==> config.mk <==
export PLATFORM = sky130hd
export DESIGN_NAME = hamming_secded_codec
export DESIGN_NICKNAME = d
export VERILOG_FILES = /design/src/rtl/ham_pkg.sv /design/src/rtl/ham_encoder.sv /design/src/rtl/ham_syndrome.sv /design/src/rtl/ham_corrector.sv /design/src/rtl/hamming_secded_codec.sv
export SDC_FILE = /design/constraint.sdc
export NUM_CORES = 1
export LEC_CHECK = 0
export CAP_MARGIN = 20
export CORE_MARGIN = 4
export CORE_UTILIZATION = 40
export DETAILED_ROUTE_END_ITERATION = 8
export PLACE_DENSITY = 0.86
export SLEW_MARGIN = 20
export SYNTH_ARGS = -nofsm -noshare
export SYNTH_HDL_FRONTEND = slang
export SYNTH_SLANG_ARGS = --single-unit
==> constraint.sdc <==
create_clock -name vclk -period 3.61
set_input_delay 0.722 -clock vclk [all_inputs]
set_output_delay 0.722 -clock vclk [all_outputs]
set_load 0.02 [all_outputs]
==> src/rtl/ham_pkg.sv <==
package ham_pkg;

    localparam int DATA_W = 32;
    localparam int CHK_W  = 6;
    localparam int HAM_N  = DATA_W + CHK_W;
    localparam int CW_W   = HAM_N + 1;

    typedef enum logic [1:0] {
        ST_CLEAN     = 2'b00,
        ST_CORRECTED = 2'b01,
        ST_INVALID   = 2'b10
    } dec_status_e;

    function automatic bit is_pow2(input int p);
        return (p > 0) && ((p & (p - 1)) == 0);
    endfunction

    // Data bit index carried at a non-power-of-two position.
    function automatic int data_index(input int p);
        int n;
        n = 0;
        for (int q = 1; q < p; q++) begin
            if (!is_pow2(q)) n++;
        end
        return n;
    endfunction

    // Positions (as vector bits) covered by the check bit of weight 2^k.
    function automatic logic [HAM_N-1:0] cover_mask(input int k);
        logic [HAM_N-1:0] m;
        m = '0;
        for (int p = 1; p <= HAM_N; p++) begin
            if (((p >> k) & 1) == 1) m[p-1] = 1'b1;
        end
        return m;
    endfunction

endpackage

==> src/rtl/ham_encoder.sv <==
module ham_encoder
    import ham_pkg::*;
#(
    parameter int D_W = DATA_W,
    parameter int C_W = CHK_W,
    localparam int N_W = D_W + C_W
) (
    input  logic [D_W-1:0] data_i,
    output logic [N_W:0]   code_o
);

    logic [N_W-1:0] placed;
    logic [C_W-1:0] chk;

    // Scatter data into non-power-of-two positions.
    for (genvar p = 1; p <= N_W; p++) begin : g_place
        if (is_pow2(p)) begin : g_hole
            assign placed[p-1] = 1'b0;
        end else begin : g_dat
            localparam int DI = data_index(p);
            assign placed[p-1] = data_i[DI];
        end
    end

    for (genvar k = 0; k < C_W; k++) begin : g_chk
        localparam logic [N_W-1:0] MASK = N_W'(cover_mask(k));
        assign chk[k] = ^(placed & MASK);
    end

    logic [N_W-1:0] body;
    for (genvar p = 1; p <= N_W; p++) begin : g_body
        if (is_pow2(p)) begin : g_c
            localparam int K = $clog2(p);
            assign body[p-1] = chk[K];
        end else begin : g_d
            assign body[p-1] = placed[p-1];
        end
    end

    assign code_o = {^body, body};

endmodule

==> src/rtl/ham_syndrome.sv <==
module ham_syndrome
    import ham_pkg::*;
#(
    parameter int D_W = DATA_W,
    parameter int C_W = CHK_W,
    localparam int N_W = D_W + C_W
) (
    input  logic [N_W:0]   code_i,
    output logic [C_W-1:0] syn_o,
    output logic           par_err_o
);

    for (genvar k = 0; k < C_W; k++) begin : g_syn
        localparam logic [N_W-1:0] MASK = N_W'(cover_mask(k));
        assign syn_o[k] = ^(code_i[N_W-1:0] & MASK);
    end

    assign par_err_o = ^code_i;

endmodule

==> src/rtl/ham_corrector.sv <==
module ham_corrector
    import ham_pkg::*;
#(
    parameter int D_W = DATA_W,
    parameter int C_W = CHK_W,
    localparam int N_W = D_W + C_W
) (
    input  logic [N_W:0]   code_i,
    input  logic [C_W-1:0] syn_i,
    input  logic           par_err_i,
    output logic [D_W-1:0] data_o,
    output dec_status_e    status_o
);

    logic syn_zero;
    logic in_range;
    logic do_fix;
    logic [N_W-1:0] flip;
    logic [N_W-1:0] fixed;

    assign syn_zero = (syn_i == '0);
    assign in_range = (int'(syn_i) <= N_W);
    assign do_fix   = par_err_i && !syn_zero && in_range;

    for (genvar p = 1; p <= N_W; p++) begin : g_flip
        assign flip[p-1] = do_fix && (syn_i == C_W'(p));
    end

    assign fixed = code_i[N_W-1:0] ^ flip;

    for (genvar p = 1; p <= N_W; p++) begin : g_gather
        if (!is_pow2(p)) begin : g_d
            localparam int DI = data_index(p);
            assign data_o[DI] = fixed[p-1];
        end
    end

    always_comb begin
        unique case ({syn_zero, par_err_i})
            2'b10:   status_o = ST_CLEAN;
            2'b11:   status_o = ST_CORRECTED;
            2'b01:   status_o = in_range ? ST_CORRECTED : ST_INVALID;
            default: status_o = ST_INVALID;
        endcase
    end

endmodule

==> src/rtl/hamming_secded_codec.sv <==
module hamming_secded_codec
    import ham_pkg::*;
(
    input  logic [DATA_W-1:0] enc_data_i,
    output logic [CW_W-1:0]   enc_code_o,
    input  logic [CW_W-1:0]   dec_code_i,
    output logic [DATA_W-1:0] dec_data_o,
    output logic [1:0]        dec_status_o
);

    logic [CHK_W-1:0] syn;
    logic             par_err;
    dec_status_e      status;

    ham_encoder #(.D_W(DATA_W), .C_W(CHK_W)) u_enc (
        .data_i (enc_data_i),
        .code_o (enc_code_o)
    );

    ham_syndrome #(.D_W(DATA_W), .C_W(CHK_W)) u_syn (
        .code_i    (dec_code_i),
        .syn_o     (syn),
        .par_err_o (par_err)
    );

    ham_corrector #(.D_W(DATA_W), .C_W(CHK_W)) u_cor (
        .code_i    (dec_code_i),
        .syn_i     (syn),
        .par_err_i (par_err),
        .data_o    (dec_data_o),
        .status_o  (status)
    );

    assign dec_status_o = status;

endmodule

==> results of run 1 <==
cells by family after synthesis:
group	Yosys count	share of synthesized area, %
XOR/XNOR	163	68.87
AO/OA/AOI/OAI	11	4.151
AND/OR/NAND/NOR	55	14.32
buffers and inverters	40	11.76
multiplexers	2	0.9047
layer usage:
layer / overflow / global-route usage (%)
met3: 0 / 50.15
met2: 47 / 92.60
met5: 0 / 0
met4: 26 / 75.83
met1: 0 / 67.59
timing repair:
item | CTS
buffers inserted | 22
cloned | 3
hold buffers | 0
setup endpoints to repair | 40
gates resized for setup | 391
pin swaps | 87
through the flow:
stage / setup TNS, ps / utilization [%]
4_1_cts: -2016 / 88.80
3_3_place_gp: -34020 / 75.81
2_1_floorplan: 0 / -
3_5_place_dp: -37240 / 75.81
==> results.toml, run 1 <==
[yosys]
syn_nets = 342
synth_area_um2 = 2351
synth_common_cells = "123 x xnor2_1, 32 x buf_4, 23 x nand4_1, 23 x xor2_1, 9 x xnor3_1"
yosys.area.top_type = "xnor2_1"
synth.distinct_cells = 34
ys_seq_area_share_pct = 0
synth_warnings = 0
synthCells = 271
syn_avg_cell_area_um2 = 8.675
yosysTopAreaCellShare_pct = 45.82
yosys-top-cells-area = "xnor2_1 46%, buf_4 10%, xnor3_1 8.6%, xor2_1 8.6%, nand4_1 6.1%"
synth.most_common_cell = "xnor2_1"

[place]
dp_hpwl_um = 7930
placed_cells = 523
pre_cts_slack_ps = -1142
routabilityCongestion = 0.9347
dpl_cell_area_um2 = 4252
port_buffers = 144

[floorplan]
num_rows = 27
die_h_um = 84.67
initial_core_util_pct = 41.92
fp.dieW_um = 84.67
design.portCount = 144

[global_route]
track_usage_pct = 70.30
grt_max_degree = 16
antenna_found_initial = 1
globalRoute.totalOverflow = 73

[sta]
worstEpCategory = "output port"
crit_endpoint = "dec_data_o[0]"

[outcome]
outcome = "did not finish"
haltStage = "global routing (5_1_grt)"
error = "[ERROR GRT-0232] Routing congestion too high. Check the congestion heatmap in the GUI."
==> run 2: changes to the inputs <==
PLACE_DENSITY = not set   (was 0.86)
PLACE_DENSITY_LB_ADDON = 0.15   (was not set)
==> run 2 against run 1 <==
Compared with the run above:
- the flow now finishes, with violations (setup timing)
- synthesized cell count did not move
- area after synthesis did not move
==> results.toml, run 2 <==
[power_and_ir_drop]
powerDensity_nw_per_um2 = 730.6
irDropWorstVdd_uv = 851.1
power_frac_clock_pct = 0
combPwrFrac_pct = 100.0
switching_power_mw = 2.028
p_int_mw = 1.765
power_frac_seq_pct = 0
power_mw = 3.793
cellLeakagePower_nw = 2.303
swShare_pct = 53.47

[yosys]
yosysTopAreaCellShare_pct = 45.82
synth.most_common_cell = "xnor2_1"
syn_avg_cell_area_um2 = 8.675
synthCells = 271
yosys.area.top_type = "xnor2_1"
ys_seq_area_share_pct = 0
synth.distinct_cells = 34
synth_warnings = 0
syn_nets = 342
synth_area_um2 = 2351
synth_common_cells = "123 x xnor2_1, 32 x buf_4, 23 x nand4_1, 23 x xor2_1, 9 x xnor3_1"
yosys-top-cells-area = "xnor2_1 46%, buf_4 10%, xnor3_1 8.6%, xor2_1 8.6%, nand4_1 6.1%"

[setup_path]
cp.arrival_ps = 3220
crit_fanout = 7
setup.worst_path.class = "in2out"
end_kind = "output port"
crit_required_ps = 2890
cp-start-kind = "primary input"

[sta]
setup_violations = 37
period_share_pct = 109.1
tns_ps = -8076
worst_pin_slew_ps = 453.1
fmaxAchievable_ghz = 0.2539
rsz0062_at_grt = "true"
slew_headroom_pct = 69.58
fin_ws_ps = -328.8
slew_violations = 0
hold_viol = 0
fin_crit_ps = 3939

[floorplan]
dieArea_um2 = 7168
design.portCount = 144
fp.dieW_um = 84.67
die_h_um = 84.67
num_rows = 27
initial_core_util_pct = 41.92
core-area_um2 = 5608

[detailed_routing]
routed_wl_um = 15300
final_antenna_net_count = 0
viasPerCell = 5.909
vias = 3321
route.detailed.drc = 0
wire_per_inst_um = 27.22
dr.pass1.iters = 5
drtIter0Drc = 317

[cells_and_area]
final.clkbuf_count = 0
fill_cells = 194
mostFrequentLayoutCell = "buf_4"
layout_common_cells = "129 x buf_4, 73 x xnor2_1, 64 x clkdlybuf4s50_1"
flops_and_latches = 0
drive_gt1_share_pct = 55.83
fin_nets = 562
area_growth_pct = 120.9
seqCellArea_um2 = 0

[global_route]
globalRoute.totalOverflow = 0
grt_pass1_vias = 3214
grt_pass1_wl_um = 17020
grt_max_degree = 10
antenna_found_initial = 1
track_usage_pct = 29.69

[place]
port_buffers = 144
dp_hpwl_um = 7434
routabilityCongestion = 0.8821

[cts]
holdBufCountCts = 0

[min_path]
hold_class = "in2out"

[outcome]
outcome = "complete, but fails checks"
violations = "setup timing"

[flow_run]
drv_cap = 0
run 2: per-stage QoR:
step           hold WS [ps]  std cells  area (µm²)  utilization, %  setup WS, ps
6_report               1774        562        5192           92.59        -328.8
5_1_grt                1778        562        5192           92.59        -371.6
4_1_cts                1741        554        4861           86.68        -80.25
3_5_place_dp           2425        535        4342           77.42        -955.3
3_3_place_gp           2422        535        4342           77.42        -943.6
2_1_floorplan          1543        271        2417               -        0.7425
run 2: path summary, 6_finish.rpt:
check,startpoint,to,cells after the start
max,dec_code_i[17],dec_data_o[2],13
min,dec_code_i[25],dec_data_o[20],3
run 2: logic make-up after synthesis:
kind of cell              synth area share, %
AOI/OAI and AO/OA                       4.151
xor gates and xnor gates                68.87
buffers and inverters                   11.76
muxes                                  0.9047
and+or+nand+nor                         14.32
run 2: cell type report:
cell class                 instances  area (µm²)  area share (%)
antenna                            1       2.502         0.04819
inverter                           1       3.754         0.07229
multi-input combinational        231        2820           54.31
tap                               72       90.09           1.735
timing repair buffer             257        2276           43.83
run 2: worst max-delay path: stages:
cell	delay [ps]
dlygate4sd2_1	290
xnor2_2	210
buf_4	180
xor2_4	200
xor2_4	310
xnor2_4	170
xnor2_2	150
buf_4	160
buf_6	130
buf_4	130
o2111ai_2	140
xnor2_1	230
buf_4	180
run 2: per-layer routing:
| metal | vias up | share of wire (%) | global-route usage, % |
|---|---|---|---|
| met2 | 304 | 50 | 57.08 |
| met3 | 102 | 9.7 | 3.337 |
| met4 | 0 | 7.5 | 6.906 |
| met5 | - | 0 | 0 |
| met1 | 1590 | 33 | 34.70 |
| li1 | 1325 | - | - |
run 2: repair_timing:
item / 4_1_cts / 5_1_grt
setup buffers: 16 / 7
setup endpoints to repair: 39 / 39
pin swaps: 72 / 53
cloned: 3 / 0
gates resized for setup: 377 / 78
run 2: power groups by stage:
stage,clock [mW],sequential [mW],combinational (mW)
6_report,0.0000000371,0,3.79
5_1_grt,0.0000000372,0,3.85
4_1_cts,0,0,3.20
3_5_place_dp,0,0,2.61
3_3_place_gp,0,0,2.58
2_1_floorplan,0,0,1.51
Power figures use the tool's default switching activity.
